--- src/rtl/cmdreg_pkg.sv ---
package cmdreg_pkg;

    localparam int DATA_W    = 32;
    localparam int NUM_WORDS = 16;
    localparam int WIDX_W    = $clog2(NUM_WORDS);

    // byte offsets that software decodes
    localparam int OFS_CMD = 'h08;
    localparam int OFS_IEN = 'h18;
    localparam int OFS_STS = 'h1C;
    localparam int OFS_TXB = 'h20;
    localparam int OFS_RXB = 'h30;

    localparam int FIRE_BIT = 0;
    localparam int DONE_BIT = 0;

    localparam logic [DATA_W-1:0] DONE_CODE = DATA_W'('h40);
    localparam logic [DATA_W-1:0] DONE_MASK = DATA_W'(1) << DONE_BIT;

    function automatic logic [WIDX_W-1:0] word_of(input int ofs);
        return WIDX_W'(ofs >> 2);
    endfunction

    localparam logic [WIDX_W-1:0] IDX_CMD = word_of(OFS_CMD);
    localparam logic [WIDX_W-1:0] IDX_IEN = word_of(OFS_IEN);
    localparam logic [WIDX_W-1:0] IDX_STS = word_of(OFS_STS);
    localparam logic [WIDX_W-1:0] IDX_TXB = word_of(OFS_TXB);
    localparam logic [WIDX_W-1:0] IDX_RXB = word_of(OFS_RXB);

    typedef struct packed {
        logic              hit;   // address inside the window
        logic [WIDX_W-1:0] idx;   // word index
    } slot_t;

    typedef logic [NUM_WORDS-1:0][DATA_W-1:0] word_bank_t;

endpackage

--- src/rtl/cmdreg_decode.sv ---
module cmdreg_decode
    import cmdreg_pkg::*;
#(
    parameter int ADDR_W = 12
) (
    input  logic [ADDR_W-1:0] addr,
    output slot_t             slot
);
    localparam int WINDOW_BYTES = NUM_WORDS * 4;

    always_comb begin
        slot.hit = (int'(addr) < WINDOW_BYTES);
        slot.idx = addr[2 +: WIDX_W];
    end
endmodule

--- src/rtl/cmdreg_event.sv ---
module cmdreg_event
    import cmdreg_pkg::*;
(
    input  logic              clk,
    input  logic              rst,
    input  logic              wr_en,
    input  slot_t             slot,
    input  logic [DATA_W-1:0] wdata,
    input  logic [DATA_W-1:0] ien,
    output logic [DATA_W-1:0] sts,
    output logic              fire_acc,
    output logic              irq
);
    logic cmd_wr;
    logic sts_wr;

    always_comb begin
        cmd_wr   = wr_en && slot.hit && (slot.idx == IDX_CMD);
        sts_wr   = wr_en && slot.hit && (slot.idx == IDX_STS);
        fire_acc = cmd_wr && wdata[FIRE_BIT] && (sts == '0);
    end

    always_ff @(posedge clk) begin
        if (rst) begin
            sts <= '0;
            irq <= 1'b0;
        end else begin
            if (fire_acc) begin
                sts <= ien & DONE_MASK;
            end else if (sts_wr) begin
                sts <= sts & ~wdata;
            end
            irq <= (sts != '0);
        end
    end

    // accepted fire replaces status with masked done event
    p_fire_sets_sts_r5: assert property (@(posedge clk) disable iff (rst)
        fire_acc |=> (sts == ($past(ien) & DONE_MASK)));

    // without a fire, no status bit can appear
    p_sts_no_new_bits_r7: assert property (@(posedge clk) disable iff (rst)
        !fire_acc |=> ((sts & ~$past(sts)) == '0));

    // a fire request while status pending leaves status alone
    p_fire_blocked_r6: assert property (@(posedge clk) disable iff (rst)
        (cmd_wr && wdata[FIRE_BIT] && (sts != '0)) |=> $stable(sts));
endmodule

--- src/rtl/cmdreg_store.sv ---
module cmdreg_store
    import cmdreg_pkg::*;
(
    input  logic              clk,
    input  logic              rst,
    input  logic              wr_en,
    input  slot_t             slot,
    input  logic [DATA_W-1:0] wdata,
    input  logic              fire_load,
    output word_bank_t        words
);
    for (genvar g = 0; g < NUM_WORDS; g++) begin : g_word
        localparam logic [WIDX_W-1:0] GI = WIDX_W'(g);
        if (GI == IDX_CMD || GI == IDX_STS) begin : g_virtual
            // these words are held elsewhere or not retained
            assign words[g] = '0;
        end else begin : g_real
            localparam bit IS_BUF = (GI == IDX_TXB) || (GI == IDX_RXB);
            always_ff @(posedge clk) begin
                if (rst) begin
                    words[g] <= '0;
                end else if (IS_BUF && fire_load) begin
                    words[g] <= DONE_CODE;
                end else if (wr_en && slot.hit && slot.idx == GI) begin
                    words[g] <= wdata;
                end
            end
        end
    end

    // an accepted fire leaves the success code in both buffers
    p_buffers_loaded_r4: assert property (@(posedge clk) disable iff (rst)
        fire_load |=> (words[IDX_TXB] == DONE_CODE && words[IDX_RXB] == DONE_CODE));
endmodule

--- src/rtl/cmdreg_stub.sv ---
module cmdreg_stub
    import cmdreg_pkg::*;
#(
    parameter int ADDR_W = 12
) (
    input  logic              clk,
    input  logic              rst,
    input  logic              wr_en,
    input  logic              rd_en,
    input  logic [ADDR_W-1:0] addr,
    input  logic [31:0]       wdata,
    output logic [31:0]       rdata,
    output logic              irq
);
    slot_t             slot;
    word_bank_t        words;
    logic [DATA_W-1:0] sts;
    logic              fire_acc;
    logic [DATA_W-1:0] rd_val;

    cmdreg_decode #(.ADDR_W(ADDR_W)) u_decode (
        .addr (addr),
        .slot (slot)
    );

    cmdreg_store u_store (
        .clk       (clk),
        .rst       (rst),
        .wr_en     (wr_en),
        .slot      (slot),
        .wdata     (wdata),
        .fire_load (fire_acc),
        .words     (words)
    );

    cmdreg_event u_event (
        .clk      (clk),
        .rst      (rst),
        .wr_en    (wr_en),
        .slot     (slot),
        .wdata    (wdata),
        .ien      (words[IDX_IEN]),
        .sts      (sts),
        .fire_acc (fire_acc),
        .irq      (irq)
    );

    always_comb begin
        if (!slot.hit)                rd_val = '0;
        else if (slot.idx == IDX_STS) rd_val = sts;
        else                          rd_val = words[slot.idx];
    end

    always_ff @(posedge clk) begin
        if (rst)        rdata <= '0;
        else if (rd_en) rdata <= rd_val;
    end

    // reads outside the window return zero
    p_oob_read_zero_r9: assert property (@(posedge clk) disable iff (rst)
        (rd_en && !slot.hit) |=> (rdata == '0));

    // the command register never reads back nonzero
    p_cmd_reads_zero_r3: assert property (@(posedge clk) disable iff (rst)
        (rd_en && slot.hit && slot.idx == IDX_CMD) |=> (rdata == '0));

    // with status clear, the interrupt is low one edge later
    p_irq_low_r8: assert property (@(posedge clk) disable iff (rst)
        (sts == '0) |=> !irq);

    // read data holds while no read strobe
    p_rdata_hold_r10: assert property (@(posedge clk) disable iff (rst)
        !rd_en |=> $stable(rdata));
endmodule

--- config.mk ---
export PLATFORM = sky130hd
export DESIGN_NAME = cmdreg_stub
export DESIGN_NICKNAME = d
export VERILOG_FILES = /design/src/rtl/cmdreg_pkg.sv /design/src/rtl/cmdreg_decode.sv /design/src/rtl/cmdreg_event.sv /design/src/rtl/cmdreg_store.sv /design/src/rtl/cmdreg_stub.sv
export SDC_FILE = /design/constraint.sdc
export NUM_CORES = 1
export LEC_CHECK = 0
export BUFFER_PORTS_ARGS = -buffer_cell sky130_fd_sc_hd__buf_4
export CAP_MARGIN = 20
export CORE_MARGIN = 2
export CORE_UTILIZATION = 40
export CTS_BUF_LIST = sky130_fd_sc_hd__clkbuf_4 sky130_fd_sc_hd__clkbuf_8
export DETAILED_ROUTE_END_ITERATION = 8
export PLACE_DENSITY = 0.58
export SKIP_LAST_GASP = 1
export SYNTH_ARGS = -nofsm -noshare
export SYNTH_HDL_FRONTEND = slang
export SYNTH_SLANG_ARGS = --single-unit
--- constraint.sdc ---
create_clock -name clk -period 2.5 [get_ports clk]
set_input_delay 0.5 -clock clk [delete_from_list [all_inputs] [get_ports clk]]
set_output_delay 0.5 -clock clk [all_outputs]
set_load 0.01 [all_outputs]
==> impl_metrics.tcl <==
set metrics [dict create \
    cts_setup_buffers 0 \
    ys_seq_area_share_pct 44.8 \
    core_area_um2 56500 \
    max_freq_mhz 446 \
    ant_nets 0 \
    final_hold_viol_count 0 \
    final_nets 2805 \
    root_buffer "clkbuf_8" \
    power_leakage_uw 0.00976 \
    grt_max_degree 94 \
    io_pins 81 \
    grt_setup_unrepaired "no" \
    grt.total_usage_pct 25.6 \
    area.growth.synth_to_final_pct 15.0 \
    synth_area_per_cell_um2 8.42 \
    netlist_instances 2723 \
    final_common_cell "nand2_1" \
    final_core_util_pct 46.7 \
    arrival_ns 2.77 \
    dieHeight_um 243 \
    vias 20202 \
    crit_path_end_kind "flop" \
    slew_headroom_pct 50.9 \
    worst_skew_pair.late_latency_ns 0.68 \
    finalCritPeriodShare_pct 89.7 \
    hpwl_um 48300 \
    worstPathRequired_ns 3.03 \
    wirelength_um 77400 \
    ys_warn_count 0 \
    ys.flop_type "dfxtp_1" \
    drt_pass1_iterations 6 \
    cts_max_path_buffers 3 \
    crit_slowest_cell "nor4_1" \
    top_layer_used "met5" \
    timing.final.crit_period_ns 2.24 \
    start_util_pct 40.6 \
    powerDensity_nw_per_um2 644 \
    status "finished, final reports clean" \
    clkSinkCount 513 \
    port_buffers 78 \
    syn-num-nets 2771 \
    drc 0 \
    cts_hold_buffers 0 \
    synth_edf_count 0 \
    grt_pass1_vias 19703 \
    vdd_drop_max_mv 0.411 \
    finalSetupViolCount 0 \
    grt_pass1_wl_um 117000 \
    wl_per_cell_um 21.6 \
    postLayoutCellArea_um2 26400 \
    synthArstFlopShare_pct 0 \
    cp.buffers_inverters 2 \
    dr.first_iter.drc_count 1970 \
    layout_common_cells "nand2_1, dfxtp_1, a21oi_1, mux2i_1, buf_4" \
    viasPerCell 5.65 \
    worstSetupPathType "reg -> reg" \
    critPathMaxStageDelay_ns 0.56 \
    worst_pin_slew_ns 0.736 \
    num_rows 87 \
    slew_violations 0 \
    wl_met2_um 35700 \
    hp-class "in -> reg" \
    cts_buffers 87 \
    crit_chain "nor4_1 -> nand4_1 -> nor4_4 -> buf_4 -> buf_12 -> nor3_1" \
    wl_met1_um 33600 \
    synthDistinctLibCells 51 \
    finClkSkew_ns 0.0241 \
    path_clk_slew_ns 0.06 \
    post_cts_resized 0 \
    wl_met3_um 5040 \
    cap_violations 0 \
    synth_area_um2 22900 \
    overflow 0 \
    critPathTopFamily "simple AND/OR/NAND/NOR gates" \
    ys_ff_latch 513 \
    cts_tree "built" \
    crit_fanout 29 \
    critPathLaunchType "flop" \
    drive_above_1_share_pct 16.3 \
    postPlaceCellArea_um2 24500 \
    dieArea_um2 59300 \
    die_w_um 243 \
    place_congestion 0.862 \
    antenna_found_initial 2 \
    h-tree-depth 3 \
]
[sequential cells by signal, summed over array words and instances, names as in the netlist]
name,cells
u_event.irq,1
rdata,32
u_event.sts,32
u_store.words,448
[power by group]
group / internal, µW / switching, µW / total (µW)
clock network: 4430 / 3390 / 7820
registers: 8180 / 1.78 / 8180
logic: 275 / 690 / 965
[per-stage QoR]
| step | total power (µW) | hold slack [ns] | worst slack, ns | TNS (ns) | cells |
|---|---|---|---|---|---|
| final | 17000 | 0.166 | 0.257 | 0 | 3575 |
| after global routing | 17500 | 0.156 | 0.281 | 0 | 3574 |
| after CTS | 17100 | 0.129 | 0.378 | 0 | 3572 |
| after detailed placement | 9310 | 0.443 | -0.0371 | -0.206 | 3423 |
| after global placement | 9300 | 0.435 | 0.000959 | 0 | 3422 |
| after floorplan | 8920 | 0.428 | 0.207 | 0 | 2723 |
[synth_stat cells (all sizes together), types with 4 or more instances]
library cell  number  area, µm²
a211oi            10       75.1
mux2i            210       2100
clkbuf           144        542
nand3b             6       45.0
nor4              19        260
nand2b            39        244
a22oi             10       75.1
buf              118        803
inv               44        165
o211ai            18        135
nor2b              7       43.8
o21ai             81        405
nor2              65        244
or4               21        161
o221a              4       45.0
nand4             27        169
a21oi            398       2130
nand2            752       2820
nor3             111        556
nand3             13       65.1
a31oi              4       25.0
mux2               6       67.6
mux4              40        901
a311o             18        181
o2bb2ai           10       87.6
a221oi            14        123
dfxtp            513      10300
[metal layers]
metal | up-vias | GRT usage, %
met5 | - | 0
met4 | 2 | 11.3
met3 | 156 | 3.66
met2 | 808 | 41.7
met1 | 9837 | 33.8
li1 | 9399 | -
[worst register-to-register path: cells and delay by family, from the launching register on]
kind                   cells  cell delay, ns
AND/OR/NAND/NOR            4            1.33
flip-flops                 1            0.37
buffers and inverters      2            0.41
[cells by family after synthesis]
group,after synthesis,share of synthesized area (%)
flip-flops,513,44.8
multiplexers,256,13.4
AO/OA/AOI/OAI,571,14.4
AND/OR/NAND/NOR,1077,20.8
buffers and inverters,306,6.59
[layout make-up]
cell class | count | area [µm²]
well taps | 756 | 946
fillers | 5457 | 30100
flip-flops and latches | 513 | 10300
clock inverters | 11 | 88.8
multi-input cells | 1904 | 11200
clock buffers | 138 | 1720
diodes | 2 | 5.00
repair buffers | 207 | 2010
inverters | 44 | 165
[worst paths after layout]
| kind | depth (start not counted) | slack [ns] | endpoint | from |
|---|---|---|---|---|
| setup reg to reg | 6 | 0.26 | u_store.words[404] | u_event.sts[17] |
| setup / recovery | 6 | 0.26 | u_store.words[404] | u_event.sts[17] |
| hold reg to reg | 2 | 0.45 | u_store.words[14] | u_store.words[14] |
| hold / removal | 3 | 0.17 | u_store.words[366] | wdata[14] |
No activity file was read; power rests on OpenSTA's default activity.
